--- src/rtl/seg_cap_pkg.sv ---
package seg_cap_pkg;

    localparam int DEF_DATA_W    = 8;
    localparam int DEF_SEG_DEPTH = 8;
    localparam int DEF_NUM_SEG   = 4;

    // History: filling the region ring; Tail: counting post-trigger samples
    typedef enum logic {
        PH_HISTORY = 1'b0,
        PH_TAIL    = 1'b1
    } phase_e;

    // Last region index of a run; out-of-range counts use every region
    function automatic int unsigned last_region(input int unsigned cnt,
                                                input int unsigned nseg);
        if (cnt == 0 || cnt > nseg)
            return nseg - 1;
        return cnt - 1;
    endfunction

endpackage

--- src/rtl/seg_cap_ctrl.sv ---
module seg_cap_ctrl
    import seg_cap_pkg::*;
#(
    parameter int SEG_DEPTH = DEF_SEG_DEPTH,
    parameter int NUM_SEG   = DEF_NUM_SEG,
    localparam int OFF_W    = $clog2(SEG_DEPTH),
    localparam int SEG_W    = $clog2(NUM_SEG)
) (
    input  logic             clk,
    input  logic             rst,
    input  logic             arm_i,
    input  logic             clear_i,
    input  logic             smp_valid_i,
    input  logic             trig_i,
    input  logic [OFF_W-1:0] post_len_i,
    input  logic [SEG_W-1:0] seg_last_i,
    output logic             wr_en_o,
    output logic [OFF_W-1:0] wr_off_o,
    output logic [SEG_W-1:0] cur_seg_o,
    output logic             done_o,
    output logic             tail_o,
    output logic             fin_o,
    output logic [SEG_W-1:0] fin_seg_o,
    output logic [OFF_W-1:0] fin_ptr_o,
    output logic             fin_short_o
);
    localparam int FILL_W = $clog2(SEG_DEPTH + 1);
    localparam logic [FILL_W-1:0] FILL_FULL = FILL_W'(SEG_DEPTH);

    phase_e             phase;
    logic [OFF_W-1:0]   off;
    logic [FILL_W-1:0]  fill;
    logic [OFF_W-1:0]   remain;
    logic [SEG_W-1:0]   seg;
    logic               done;

    logic               accept;
    logic [OFF_W-1:0]   off_nx;
    logic [FILL_W-1:0]  fill_nx;
    logic               fin;

    always_comb begin
        accept  = arm_i && !done && smp_valid_i && !clear_i;
        off_nx  = off + OFF_W'(1);
        fill_nx = (fill == FILL_FULL) ? fill : fill + FILL_W'(1);
        fin     = accept &&
                  (((phase == PH_HISTORY) && trig_i && (post_len_i == '0)) ||
                   ((phase == PH_TAIL) && (remain == OFF_W'(1))));
    end

    always_ff @(posedge clk) begin
        if (rst) begin
            phase  <= PH_HISTORY;
            off    <= '0;
            fill   <= '0;
            remain <= '0;
            seg    <= '0;
            done   <= 1'b0;
        end else if (clear_i) begin
            phase  <= PH_HISTORY;
            off    <= '0;
            fill   <= '0;
            remain <= '0;
            seg    <= '0;
            done   <= 1'b0;
        end else if (!arm_i) begin
            phase  <= PH_HISTORY;
            off    <= '0;
            fill   <= '0;
            remain <= '0;
        end else if (accept) begin
            if (fin) begin
                phase  <= PH_HISTORY;
                off    <= '0;
                fill   <= '0;
                remain <= '0;
                if (seg >= seg_last_i)
                    done <= 1'b1;
                else
                    seg <= seg + SEG_W'(1);
            end else begin
                off  <= off_nx;
                fill <= fill_nx;
                if (phase == PH_HISTORY && trig_i) begin
                    phase  <= PH_TAIL;
                    remain <= post_len_i;
                end else if (phase == PH_TAIL) begin
                    remain <= remain - OFF_W'(1);
                end
            end
        end
    end

    assign wr_en_o     = accept;
    assign wr_off_o    = off;
    assign cur_seg_o   = seg;
    assign done_o      = done;
    assign tail_o      = (phase == PH_TAIL);
    assign fin_o       = fin;
    assign fin_seg_o   = seg;
    assign fin_ptr_o   = off_nx;
    assign fin_short_o = (fill_nx < FILL_FULL);

    // the sample count never passes the region size
    a_r6_fill_bound: assert property (@(posedge clk) disable iff (rst)
        fill <= FILL_FULL);

    // a tail in progress always has samples left to take
    a_r3_tail_nonzero: assert property (@(posedge clk) disable iff (rst)
        phase == PH_TAIL |-> remain != '0);

    // closing a non-final region steps to the next one
    a_r5_seg_step: assert property (@(posedge clk) disable iff (rst)
        fin && !clear_i && (seg < seg_last_i) |=> seg == $past(seg) + SEG_W'(1));

    // closing the final region raises done
    a_r7_done_at_last: assert property (@(posedge clk) disable iff (rst)
        fin && !clear_i && (seg >= seg_last_i) |=> done);

    // once done, the region index holds until a clear
    a_r7_done_holds: assert property (@(posedge clk) disable iff (rst)
        done && !clear_i |=> $stable(seg) && done);

endmodule

--- src/rtl/seg_cap_mem.sv ---
module seg_cap_mem #(
    parameter int DATA_W = 8,
    parameter int DEPTH  = 32,
    localparam int ADDR_W = $clog2(DEPTH)
) (
    input  logic              clk,
    input  logic              we_i,
    input  logic [ADDR_W-1:0] waddr_i,
    input  logic [DATA_W-1:0] wdata_i,
    input  logic              re_i,
    input  logic [ADDR_W-1:0] raddr_i,
    output logic [DATA_W-1:0] rdata_o
);
    logic [DATA_W-1:0] ram [DEPTH];

    always_ff @(posedge clk) begin
        if (we_i)
            ram[waddr_i] <= wdata_i;
        if (re_i)
            rdata_o <= ram[raddr_i];
    end
endmodule

--- src/rtl/seg_cap_ptr_tab.sv ---
module seg_cap_ptr_tab #(
    parameter int SEG_DEPTH = 8,
    parameter int NUM_SEG   = 4,
    localparam int OFF_W    = $clog2(SEG_DEPTH),
    localparam int SEG_W    = $clog2(NUM_SEG)
) (
    input  logic             clk,
    input  logic             rst,
    input  logic             wr_i,
    input  logic [SEG_W-1:0] wr_seg_i,
    input  logic [OFF_W-1:0] wr_ptr_i,
    input  logic             wr_short_i,
    input  logic             rd_i,
    input  logic [SEG_W-1:0] rd_seg_i,
    output logic [OFF_W-1:0] rd_ptr_o,
    output logic             rd_short_o
);
    logic [OFF_W-1:0] ent_ptr   [NUM_SEG];
    logic             ent_short [NUM_SEG];

    always_ff @(posedge clk) begin
        if (rst) begin
            for (int i = 0; i < NUM_SEG; i++) begin
                ent_ptr[i]   <= '0;
                ent_short[i] <= 1'b0;
            end
            rd_ptr_o   <= '0;
            rd_short_o <= 1'b0;
        end else begin
            for (int i = 0; i < NUM_SEG; i++) begin
                if (wr_i && wr_seg_i == SEG_W'(i)) begin
                    ent_ptr[i]   <= wr_ptr_i;
                    ent_short[i] <= wr_short_i;
                end
            end
            if (rd_i) begin
                rd_ptr_o   <= ent_ptr[rd_seg_i];
                rd_short_o <= ent_short[rd_seg_i];
            end
        end
    end
endmodule

--- src/rtl/seg_capture.sv ---
module seg_capture
    import seg_cap_pkg::*;
#(
    parameter int DATA_W    = DEF_DATA_W,
    parameter int SEG_DEPTH = DEF_SEG_DEPTH,
    parameter int NUM_SEG   = DEF_NUM_SEG,
    localparam int OFF_W    = $clog2(SEG_DEPTH),
    localparam int SEG_W    = $clog2(NUM_SEG),
    localparam int ADDR_W   = OFF_W + SEG_W
) (
    input  logic              clk,
    input  logic              rst,
    input  logic              arm_i,
    input  logic              clear_i,
    input  logic [SEG_W:0]    seg_count_i,
    input  logic [OFF_W-1:0]  post_len_i,
    input  logic              smp_valid_i,
    input  logic [DATA_W-1:0] smp_data_i,
    input  logic              trig_i,
    input  logic              rd_en_i,
    input  logic [SEG_W-1:0]  rd_seg_i,
    input  logic [OFF_W-1:0]  rd_off_i,
    output logic              rd_valid_o,
    output logic [DATA_W-1:0] rd_data_o,
    output logic [OFF_W-1:0]  rd_ptr_o,
    output logic              rd_short_o,
    output logic [SEG_W-1:0]  cur_seg_o,
    output logic              done_o,
    output logic              tail_o
);
    logic [SEG_W-1:0] seg_last;
    logic             wr_en;
    logic [OFF_W-1:0] wr_off;
    logic             fin;
    logic [SEG_W-1:0] fin_seg;
    logic [OFF_W-1:0] fin_ptr;
    logic             fin_short;
    logic             rd_go;

    assign seg_last = SEG_W'(last_region(32'(seg_count_i), NUM_SEG));
    assign rd_go    = rd_en_i && !arm_i;

    seg_cap_ctrl #(.SEG_DEPTH(SEG_DEPTH), .NUM_SEG(NUM_SEG)) u_ctrl (
        .clk         (clk),
        .rst         (rst),
        .arm_i       (arm_i),
        .clear_i     (clear_i),
        .smp_valid_i (smp_valid_i),
        .trig_i      (trig_i),
        .post_len_i  (post_len_i),
        .seg_last_i  (seg_last),
        .wr_en_o     (wr_en),
        .wr_off_o    (wr_off),
        .cur_seg_o   (cur_seg_o),
        .done_o      (done_o),
        .tail_o      (tail_o),
        .fin_o       (fin),
        .fin_seg_o   (fin_seg),
        .fin_ptr_o   (fin_ptr),
        .fin_short_o (fin_short)
    );

    seg_cap_mem #(.DATA_W(DATA_W), .DEPTH(SEG_DEPTH * NUM_SEG)) u_mem (
        .clk     (clk),
        .we_i    (wr_en),
        .waddr_i ({cur_seg_o, wr_off}),
        .wdata_i (smp_data_i),
        .re_i    (rd_go),
        .raddr_i ({rd_seg_i, rd_off_i}),
        .rdata_o (rd_data_o)
    );

    seg_cap_ptr_tab #(.SEG_DEPTH(SEG_DEPTH), .NUM_SEG(NUM_SEG)) u_tab (
        .clk        (clk),
        .rst        (rst),
        .wr_i       (fin),
        .wr_seg_i   (fin_seg),
        .wr_ptr_i   (fin_ptr),
        .wr_short_i (fin_short),
        .rd_i       (rd_go),
        .rd_seg_i   (rd_seg_i),
        .rd_ptr_o   (rd_ptr_o),
        .rd_short_o (rd_short_o)
    );

    always_ff @(posedge clk) begin
        if (rst)
            rd_valid_o <= 1'b0;
        else
            rd_valid_o <= rd_go;
    end

    // a disarmed request answers one cycle later
    a_r9_read_latency: assert property (@(posedge clk) disable iff (rst)
        rd_en_i && !arm_i |=> rd_valid_o);

    // no read result while armed
    a_r9_no_read_armed: assert property (@(posedge clk) disable iff (rst)
        arm_i |=> !rd_valid_o);

    // a finished run neither writes nor counts a tail
    a_r7_quiet_when_done: assert property (@(posedge clk) disable iff (rst)
        done_o |-> !wr_en && !tail_o);

    // the active region never passes the last region of the run
    a_r8_seg_in_run: assert property (@(posedge clk) disable iff (rst)
        $stable(seg_count_i) && !clear_i && cur_seg_o <= seg_last |=> cur_seg_o <= seg_last);

endmodule

--- config.mk ---
export PLATFORM = sky130hd
export DESIGN_NAME = seg_capture
export DESIGN_NICKNAME = d
export VERILOG_FILES = /design/src/rtl/seg_cap_pkg.sv /design/src/rtl/seg_cap_ctrl.sv /design/src/rtl/seg_cap_mem.sv /design/src/rtl/seg_cap_ptr_tab.sv /design/src/rtl/seg_capture.sv
export SDC_FILE = /design/constraint.sdc
export NUM_CORES = 1
export LEC_CHECK = 0
export ABC_CLOCK_PERIOD_IN_PS = 2900
export BUFFER_PORTS_ARGS = -buffer_cell sky130_fd_sc_hd__buf_4
export CORE_MARGIN = 2
export CORE_UTILIZATION = 57
export CTS_CLUSTER_SIZE = 20
export DETAILED_ROUTE_END_ITERATION = 10
export PLACE_DENSITY = 0.74
export SYNTH_ARGS = -nofsm -noshare
export SYNTH_HDL_FRONTEND = slang
export SYNTH_HIERARCHICAL = 1
export SYNTH_SLANG_ARGS = --single-unit
--- constraint.sdc ---
create_clock -name clk -period 2.9 [get_ports clk]
set_input_delay 0.29 -clock clk [delete_from_list [all_inputs] [get_ports clk]]
set_output_delay 0.29 -clock clk [all_outputs]
set_load 0.05 [all_outputs]
# Word-level counts from Yosys, hierarchy flattened
# Memories as Yosys holds them, arrays and structs flattened. A register that Yosys moved wholly into a read port is not among the register bits.
# Index checks and enable logic that the tools add are counted.
[word_totals]
ff_bits = 15
ramBits = 272
inputBits = 26
out_inout_bits = 17
elab_cells = 97
mem_count = 3
[memory_table]
columns = ["name", "words", "width", "rd", "rd_ports_with_merged_regs", "wr", "line", "text"]
rows = [
  ["u_mem.ram", 32, 8, 1, 1, 1, "seg_cap_mem.sv:14", "logic [DATA_W-1:0] ram [DEPTH];"],
  ["u_tab.ent_ptr", 4, 3, 1, 1, 4, "seg_cap_ptr_tab.sv:18", "logic [OFF_W-1:0] ent_ptr [NUM_SEG];"],
  ["u_tab.ent_short", 4, 1, 1, 1, 4, "seg_cap_ptr_tab.sv:19", "logic ent_short [NUM_SEG];"],
]
[classes]
n_addsub = 5
magnitude_cmp = 3
n_eq_ne = 5
muxes = 35
bitwise = 11
reduce_logical = 28
[ops]
columns = ["operator", "n"]
rows = [
  ["two-way mux 3 bit", 8],
  ["two-way mux 1 bit", 23],
  ["logical AND 1 bit", 12],
  ["two-way mux 4 bit", 2],
  ["bitwise OR 1 bit", 8],
  ["AND reduction 4 bit", 2],
  ["logical NOT 3 bit", 2],
  ["adder 4 x 1 -> 4 bit (second input constant)", 1],
  ["equality test 2 bit (second input constant)", 2],
  ["equality test 4 bit (second input constant)", 1],
  ["< comparator 4 bit (second input constant)", 1],
  ["two-way mux 2 bit", 2],
  ["AND reduction 2 bit", 2],
  ["adder 3 x 1 -> 3 bit (second input constant)", 1],
  ["equality test 3 x 1 -> 1 bit (second input constant)", 1],
  ["> comparator 3 bit (second input constant)", 1],
  ["logical NOT 1 bit", 3],
  ["inverter 1 bit", 3],
  ["nonzero test 3 bit", 1],
  ["OR reduction 3 bit", 1],
  ["subtractor 3 x 1 -> 3 bit (second input constant)", 1],
  ["adder 2 x 1 -> 2 bit (second input constant)", 1],
  ["equality test 2 x 1 -> 1 bit (second input constant)", 1],
  ["greater-or-equal comparator 2 bit", 1],
  ["5 further kinds", 6],
]

# Longest topological paths before layout
# Gate-level depths: netlist of run 1.
[logic_depth]
ltp_word = 10
ltp_mapped = 9

# Hierarchy
# Netlist of run 1, hierarchy kept.
[by_module_without_submodules]
columns = ["mod", "n_inst", "cells_per_inst", "area_each_um2"]
rows = [
  ["seg_cap_mem", 1, 417, 10133.5],
  ["seg_cap_ptr_tab", 1, 66, 947.2],
  ["seg_cap_ctrl", 1, 101, 863.3],
  ["seg_capture", 1, 9, 83.8],
]

# Least setup slack after synthesis of run 1
# OpenSTA, ideal clock, no wires.
[synth_path]
kind = "reg2reg"
from = "register u_ctrl.done, in the netlist u_ctrl/done_o"
to = "memory u_mem.ram[28][0], enable pin"
arrival_ps = 1953
t_required_ps = 2530
slack_ps = 577
path_stages_with_launch = 6
period_less_slack_ps = 2323
path_cell_list = "dfxtp_1 -> nand4bb_4 -> inv_1 -> or3b_2 -> clkbuf_1 -> nor2_1"
[synth_between]
elab_chain_len = 6
[synth_lines]
columns = ["item", "line", "text"]
rows = [
  ["from (decl)", "seg_cap_ctrl.sv:35", "logic done;"],
  ["from (signal assigned)", "seg_cap_ctrl.sv:58", "done <= 1'b0;"],
  ["from (signal assigned)", "seg_cap_ctrl.sv:65", "done <= 1'b0;"],
  ["from (signal assigned)", "seg_cap_ctrl.sv:78", "done <= 1'b1;"],
  ["logical NOT 1 bit", "seg_cap_ctrl.sv:43", "accept = arm_i && !done && smp_valid_i && !clear_i;"],
  ["logical AND 1 bit (3 in a row)", "seg_cap_ctrl.sv:43", ""],
  ["via wr_en", "seg_capture.sv:32", "logic wr_en;"],
  ["two-way mux 1 bit", "seg_cap_mem.sv:17", "if (we_i)"],
  ["two-way mux 1 bit (not written as such)", "seg_cap_mem.sv:18", "ram[waddr_i] <= wdata_i;"],
  ["to (decl)", "seg_cap_mem.sv:14", ""],
]
# The timed path passes the listed nets, and every way through them passes these cells.

# Worst setup path after layout of run 1
[layout_path]
from = "input port clear_i"
to = "memory u_mem.ram[20][4], enable pin"
[layout_between]
elab_chain_len = 4
[layout_lines]
columns = ["item", "line", "text"]
rows = [
  ["from (decl)", "seg_capture.sv:14", "input logic clear_i,"],
  ["logical NOT 1 bit", "seg_cap_ctrl.sv:43", ""],
  ["logical AND 1 bit", "seg_cap_ctrl.sv:43", ""],
  ["via wr_en", "seg_capture.sv:32", ""],
  ["two-way mux 1 bit", "seg_cap_mem.sv:17", ""],
  ["two-way mux 1 bit (not written as such)", "seg_cap_mem.sv:18", ""],
]
# The timed path passes the listed nets, and every way through them passes these cells.

==> results of run 1 <==
## logic make-up (layout without fill, tap and decap cells)
logic type	count (synthesis)	count (layout)
muxes	98	98
buffers and inverters	39	158
adders and majority gates	8	8
DFF	299	299
AOI/OAI and AO/OA	33	33
xor gates and xnor gates	3	3
and+or+nand+nor	113	113
## worst register-to-register path: stages, from the launching register on
cell and delay [ps]:
dfxtp_1 730, inv_1 170, ha_1 320, nand2b_1 140, a21o_1 210, or4_1 420, mux2i_1 130
## flip-flops by register name (all words and copies together) (netlist names)
signal and flops:
u_mem/rdata_o 8, u_ctrl/remain 3, u_ctrl/wr_off_o 3, u_ctrl/cur_seg_o 2, u_tab/rd_ptr_o 3, u_ctrl/done_o 1, u_ctrl/tail_o 1, u_tab/ent_short 4
u_tab/rd_short_o 1, u_tab/ent_ptr 12, u_ctrl/fill 4, rd_valid_o 1, u_mem/ram 256
## placed cells by master, fill, tap and decap left out, types with 4 or more instances in the layout
| master | n |
|---|---|
| buf_4 | 86 |
| clkinv_2 | 9 |
| inv_1 | 12 |
| clkbuf_16 | 31 |
| clkbuf_8 | 4 |
| nand2_1 | 11 |
| nand3b_1 | 10 |
| clkbuf_1 | 4 |
| mux4_2 | 80 |
| mux2_2 | 8 |
| a21oi_1 | 7 |
| nand3_1 | 6 |
| and2_1 | 17 |
| nor3_1 | 4 |
| or3b_1 | 4 |
| ha_1 | 8 |
| edfxtp_1 | 280 |
| dfxtp_1 | 19 |
| nor2_1 | 40 |
| mux2i_1 | 10 |
| clkinv_1 | 4 |
## through the flow
stage                     worst slack, ps   util  std cells
after CTS                             649  0.666        987
after global routing                  535  0.666        987
final                                 626  0.666        987
after global placement                415  0.619        930
after floorplan                       577      -        593
after detailed placement              367  0.619        930
## layer usage
| metal | wire length (um) | share of wire |
|---|---|---|
| met2 | 13300 | 0.52 |
| met5 | 0 | 0 |
| met3 | 1860 | 0.073 |
| met4 | 449 | 0.018 |
| met1 | 10000 | 0.39 |
## cell type report
cell class	instances	area, um2	share of cell area
clock inverters	17	135	0.00971
clock buffers	39	846	0.0608
multi-input cells	255	3050	0.219
inverters	12	45.0	0.00324
flip-flops and latches	299	8790	0.631
repair buffers	90	716	0.0514
well taps	275	344	0.0247
## worst min path at each step
| stage | start | endpoint | slack (ps) | cells after the start |
|---|---|---|---|---|
| finish | rst | rd_valid_o$_SDFF_PP0_ | 50 | 2 |
| global route | rst | rd_valid_o$_SDFF_PP0_ | 50 | 2 |
| CTS | rst | rd_valid_o$_SDFF_PP0_ | 30 | 2 |
| detailed placement | u_ctrl/remain[1]$_SDFFE_PP0P_ | u_ctrl/remain[1]$_SDFFE_PP0P_ | 460 | 2 |
| global placement | u_ctrl/remain[1]$_SDFFE_PP0P_ | u_ctrl/remain[1]$_SDFFE_PP0P_ | 440 | 2 |
| floorplan | rst | rd_valid_o$_SDFF_PP0_ | 350 | 1 |
## power by group through the flow
stage	clock network, mW	registers, mW	logic [mW]
global route	3.97	4.75	0.477
finish	3.76	4.75	0.447
detailed placement	0	4.84	0.450
floorplan	0	4.87	0.243
global placement	0	4.84	0.435
CTS	3.81	4.75	0.452
## what timing repair did
item,CTS,global route
endpoints found under the setup margin,0,0
hold buffers,1,0
endpoints found under the hold margin,1,0
==> run summary, run 1 <==
Status = finished, final reports clean
Clk root buf = clkbuf_16
Initial core utilization = 0.576
Max-Cap Viols = 0
Layout Skew = 8.62 ps
Drt total wl = 25.6 mm
Nature of the critical path endpoint = flip-flop
Seq cells post-synth = 299
Req. time, crit path = 3150 ps
FF-to-FF End = u_ctrl/cur_seg_o[1]$_SDFFE_PP0P_
Post-synth EDFFs = 280
CP dominant cell by count = buf_4
Combinational group share of total power = 0.050
Final Total Pwr = 8.95 mW
Syn_area_per_cell = 20.3 um2
Clock sink count = 299
Met3 usage = 0.0352
Worst R2R Setup Slack = 670 ps
CP Cell Sequence = dlygate4sd3_1 -> buf_4 -> nand4bb_4 -> inv_1 -> or3b_2 -> nor2_1 -> buf_4
Commonest cells in the synthesized netlist = 280 x edfxtp_1, 80 x mux4_2, 40 x nor2_1
Final instance area = 13900 um2
Seq/Total Area, Yosys = 0.731
Setup TNS = 0 ps
Startpoint types = primary input
Main synth FF type = edfxtp_1
First-pass GRT wire length = 38.7 mm
Worst r2r path cells = 6
Skew-Pair Late Insertion Delay = 540 ps
GR Layer Usage met2 = 0.408
Die Span X = 149 um
Least-Margin Pin Slew = 652 ps
Top cells by area, synth = edfxtp_1 70%, mux4_2 15%, dfxtp_1 3.2%
Sw Pwr = 1.80 mW
Top cell type by total area after synthesis = edfxtp_1
Final nets = 722
Clock transition at path regs = 60 ps
Placed instance area = 12900 um2
Die Footprint = 22300 um2
Vias = 6148
Final global-route overflow total = 0
Mux share of post-synthesis cell area = 0.166
Post-Synth Simple-Gate Area = 0.0573
Final ANT Viol Nets = 0
Compound-Gate Fraction of Synth Area = 0.0200
Met1 Use GR = 0.328
Data arrival, critical path = 2530 ps
Initial DRC count = 509
Htree depth = 1
Fin Hold WS = 49.0 ps
Gr usage total = 0.238
Top delay family on crit path = simple AND/OR/NAND/NOR gates
Mapped Area = 12000 um2
Largest net degree at the start of global routing = 33
GPL Wtd Cong = 0.792
Period utilization = 0.784
Buf/Inv on CP = 4
Hold Path Class = primary input to flip-flop
CTS Buf Count = 30
Clk pwr share = 0.420
PostCTS Resize Cnt = 0
Detailed-placement wirelength estimate = 16.0 mm
RSZ-0062 raised after global routing = false
Drt drc = 0
Crit. path cell count = 7
Sw Share = 0.201
Rows = 53
Slowest CP cell = or3b_2
Final setup violation count = 0
Port Buffers = 42
Wirelength per Cell = 25.9 um
Post-layout min period = 2270 ps
Crit path to = u_mem/ram[20][4]$_DFFE_PP_
Post-synth top area share = 0.699
Gate Count Post-Synth = 593
# diodes = 0
Syn nets = 627
Yosys warnings = 6
Worst Setup SP = clear_i
Max-slew headroom = 0.565
Lkg Pwr = 4.62 nW
Die Y = 149 um
Ys async rst share = 0
Crit Reg-Reg Startpoint = u_ctrl/cur_seg_o[0]$_SDFFE_PP0P_
Class of the most critical setup path = primary input to flip-flop
TritonCTS clock tree = built
Filler cell count = 1339
Pint = 7.15 mW
Max Freq = 440 MHz
I/O pin cnt = 43
Worst path max stage delay = 580 ps
Final Max Slew Viols = 0
Count of cell types in the netlist = 52
Post-Synth XOR/XNOR Area = 0.00218
Layout cells sized above 1 = 0.340
Initial antenna violation count = 0
Sequential power share = 0.530
Most numerous cell in the Yosys netlist = edfxtp_1
Vias in the first global route = 6311
Layout area overhead = 15.7%
PD cells = 643 nW/um2
Vias per inst = 6.23
Largest family of logic cells by synthesized area = multiplexers
Max clock buf depth = 3
Adder-Cell Fraction of Synth Area = 0.00832
Worst ir drop on vdd = 522 uV
Pre-antenna DRT Iters = 5
Worst-path fanout max = 13
Setup bufs post-CTS = 0
Final Hold Fails = 0
Core footprint = 20900 um2
Grt peak-use layer = met2
Power figures use the tool's default switching activity.
==> inputs of run 2 (changes only) <==
ABC_CLOCK_PERIOD_IN_PS = 1900   (was 2900)
CORE_UTILIZATION = 55   (was 57)
PLACE_DENSITY = 0.75   (was 0.74)
clock period = 1.9 ns   (was 2.9 ns; I/O delays follow)
==> run 2 against run 1 <==
  * Clock skew increased by 5.5 ps
  * Worst setup slack got worse by 710 ps
  * Sequential share of layout area decreased by 1.4 points
  * The flow now finishes with violations (setup timing)
  * Routed wire length decreased by 2.5%
  * Sequential power increased by 52%
  * Register-to-register slack got worse by 750 ps
  * Via count increased by 0.99%
  * Cell area increased by 2.5%
==> run summary, run 2 (synthesis gave the netlist of run 1 again) <==
Drt drc = 0 (unchanged)
Clock sink count = 299 (unchanged)
Layout area overhead = 18.6%
Worst ir drop on vdd = 571 uV (+9.4%)
Grt peak-use layer = met2
Top delay family on crit path = multiplexers
CP Cell Sequence = mux4_2 -> mux4_2 -> mux2_4
Setup TNS = -416 ps (-416 ps)
Die Y = 152 um (+1.8%)
Max Freq = 504 MHz
Period utilization = 1.04
Combinational group share of total power = 0.056 (+0.006)
Vias in the first global route = 6339 (+0.44%)
First-pass GRT wire length = 38.3 mm (-0.93%)
PD cells = 958 nW/um2 (+49%)
Layout Skew = 14.2 ps (+5.54 ps)
Final Max Slew Viols = 0 (unchanged)
Met1 Use GR = 0.312 (-0.0159)
Failing checks = setup timing
Worst R2R Setup Slack = -80 ps (-750 ps)
Gr usage total = 0.218 (-0.0198)
Fin worst setup slack = -82.3 ps (-708 ps)
GPL Wtd Cong = 0.786 (-0.66%)
Least-Margin Pin Slew = 504 ps (-148 ps)
Class of the most critical setup path = flip-flop to flip-flop
Detailed-placement wirelength estimate = 15.6 mm (-2.3%)
Leading cell types in the layout, fill and taps excluded = 280 x edfxtp_1, 91 x buf_4, 80 x mux4_2
Sw Pwr = 2.76 mW (+54%)
Worst path max stage delay = 550 ps (-30 ps)
Wirelength per Cell = 24.8 um (-4.4%)
Post-layout min period = 1980 ps
Final setup violation count = 8 (+8)
Sw Share = 0.202 (+0.00127)
Biggest register = u_mem/ram
Initial DRC count = 680 (+34%)
Vias per inst = 6.17 (-1.0%)
GR Layer Usage met2 = 0.357 (-0.0514)
Port Buffers = 42 (unchanged)
Drt total wl = 24.9 mm (-2.5%)
Final nets = 740 (+2.5%)
Pre-antenna DRT Iters = 7 (+2)
Initial antenna violation count = 0 (unchanged)
Largest net degree at the start of global routing = 37 (+12%)
Max clock buf depth = 3 (unchanged)
Final ANT Viol Nets = 0 (unchanged)
Clk pwr share = 0.414 (-0.006)
Met3 usage = 0.0348 (-0.000371)
Max reg flops = 256 (unchanged)
Clock transition at path regs = 60 ps (about the same)
Initial core utilization = 0.556 (-0.0195)
Req. time, crit path = 2180 ps (-970 ps)
Sequential power share = 0.530 (about the same)
Final global-route overflow total = 0 (unchanged)
Filler cell count = 1386 (+3.5%)
# diodes = 0 (unchanged)
Hold Path Class = primary input to flip-flop
TritonCTS clock tree = built
Pint = 10.9 mW (+52%)
Status = complete, but fails checks
Final Hold Fails = 0 (unchanged)
Data arrival, critical path = 2260 ps (-270 ps)
Max-Cap Viols = 0 (unchanged)
Clk root buf = clkbuf_16
Buf/Inv on CP = 0 (-4)
Vias = 6209 (+0.99%)
CP dominant cell by count = mux4_2
Core footprint = 21600 um2 (+3.5%)
Lkg Pwr = 4.75 nW (+2.9%)
Max-slew headroom = 0.663 (+0.0987)
Slowest CP cell = mux4_2
CTS Buf Count = 29 (-3.3%)
Skew-Pair Late Insertion Delay = 540 ps (about the same)
Worst-path fanout max = 1 (-12)
RSZ-0062 raised after global routing = true
Rows = 54 (+1.9%)
I/O pin cnt = 43 (unchanged)
Largest registers = u_mem/ram (256), u_tab/ent_ptr (12), u_mem/rdata_o (8)
End-of-flow core utilization = 0.660 (-0.00677)
Nature of the critical path endpoint = flip-flop
Startpoint types = flip-flop
Commonest non-fill, non-tap cell in the layout = edfxtp_1
Die Span X = 152 um (+1.8%)
Layout cells sized above 1 = 0.366 (+0.0260)
Die Footprint = 23100 um2 (+3.5%)
Htree depth = 1 (unchanged)
[run 2: power groups by stage]
stage               clock (mW)  sequential [mW]  combinational (mW)
floorplan                    0             7.43               0.405
global placement             0             7.38               0.714
detailed placement           0             7.38               0.741
CTS                       5.73             7.24               0.766
global route              6.00             7.24               0.811
finish                    5.65             7.24               0.764
[run 2: what timing repair did]
| action | in CTS | in global routing |
|---|---|---|
| pin swaps | 1 | 5 |
| gates cloned | 0 | 0 |
| endpoints found under the hold margin | 5 | 0 |
| setup buffers | 2 | 6 |
| resized for setup | 7 | 3 |
| hold buffers | 4 | 0 |
| endpoints found under the setup margin | 15 | 75 |
[run 2: worst paths after layout]
| check | startpoint | to | depth (start not counted) |
|---|---|---|---|
| worst max-delay path | u_mem/ram[30][3]$_DFFE_PP_ | u_mem/rdata_o[3]$_DFFE_PP_ | 3 |
| worst min-delay path | post_len_i[2] | u_ctrl/remain[2]$_SDFFE_PP0P_ | 4 |
| worst max register to register | u_mem/ram[30][3]$_DFFE_PP_ | u_mem/rdata_o[3]$_DFFE_PP_ | 3 |
| worst min register to register | u_ctrl/remain[1]$_SDFFE_PP0P_ | u_ctrl/remain[1]$_SDFFE_PP0P_ | 2 |
[run 2: worst min-delay path: cells and delay by family]
kind,cells,cell delay (ps)
buffers and inverters,1,100
AOI/OAI and AO/OA,2,180
and+or+nand+nor,1,70
[run 2: routing by layer]
layer  vias up  routed length [um]
met5         -                   0
met4         0                 579
met3        42                2000
met2       280               12400
met1      3227                9990
li1       2660                   -
[run 2: through the flow]
stage / cell area [um2] / std cells / hold WS (ps) / total power [mW] / setup WS, ps
3_3_place_gp: 13100 / 943 / 376 / 8.10 / -395
3_5_place_dp: 13100 / 943 / 382 / 8.12 / -412
5_1_grt: 14300 / 1007 / 67.1 / 14.1 / -90.9
4_1_cts: 14200 / 1001 / 30.0 / 13.7 / -88.2
2_1_floorplan: 12200 / 593 / 254 / 7.84 / -26.4
6_report: 14300 / 1007 / 39.9 / 13.7 / -82.3
[run 2: cell type report]
type                       instances  area (um2)  share of cell area
clock buffer                      32         737              0.0517
clock inverter                    20         198              0.0139
inverter                          12        45.0             0.00316
multi-input combinational        255        3140               0.220
sequential                       299        8800               0.617
tap                              280         350              0.0246
timing repair buffer             109         995              0.0697
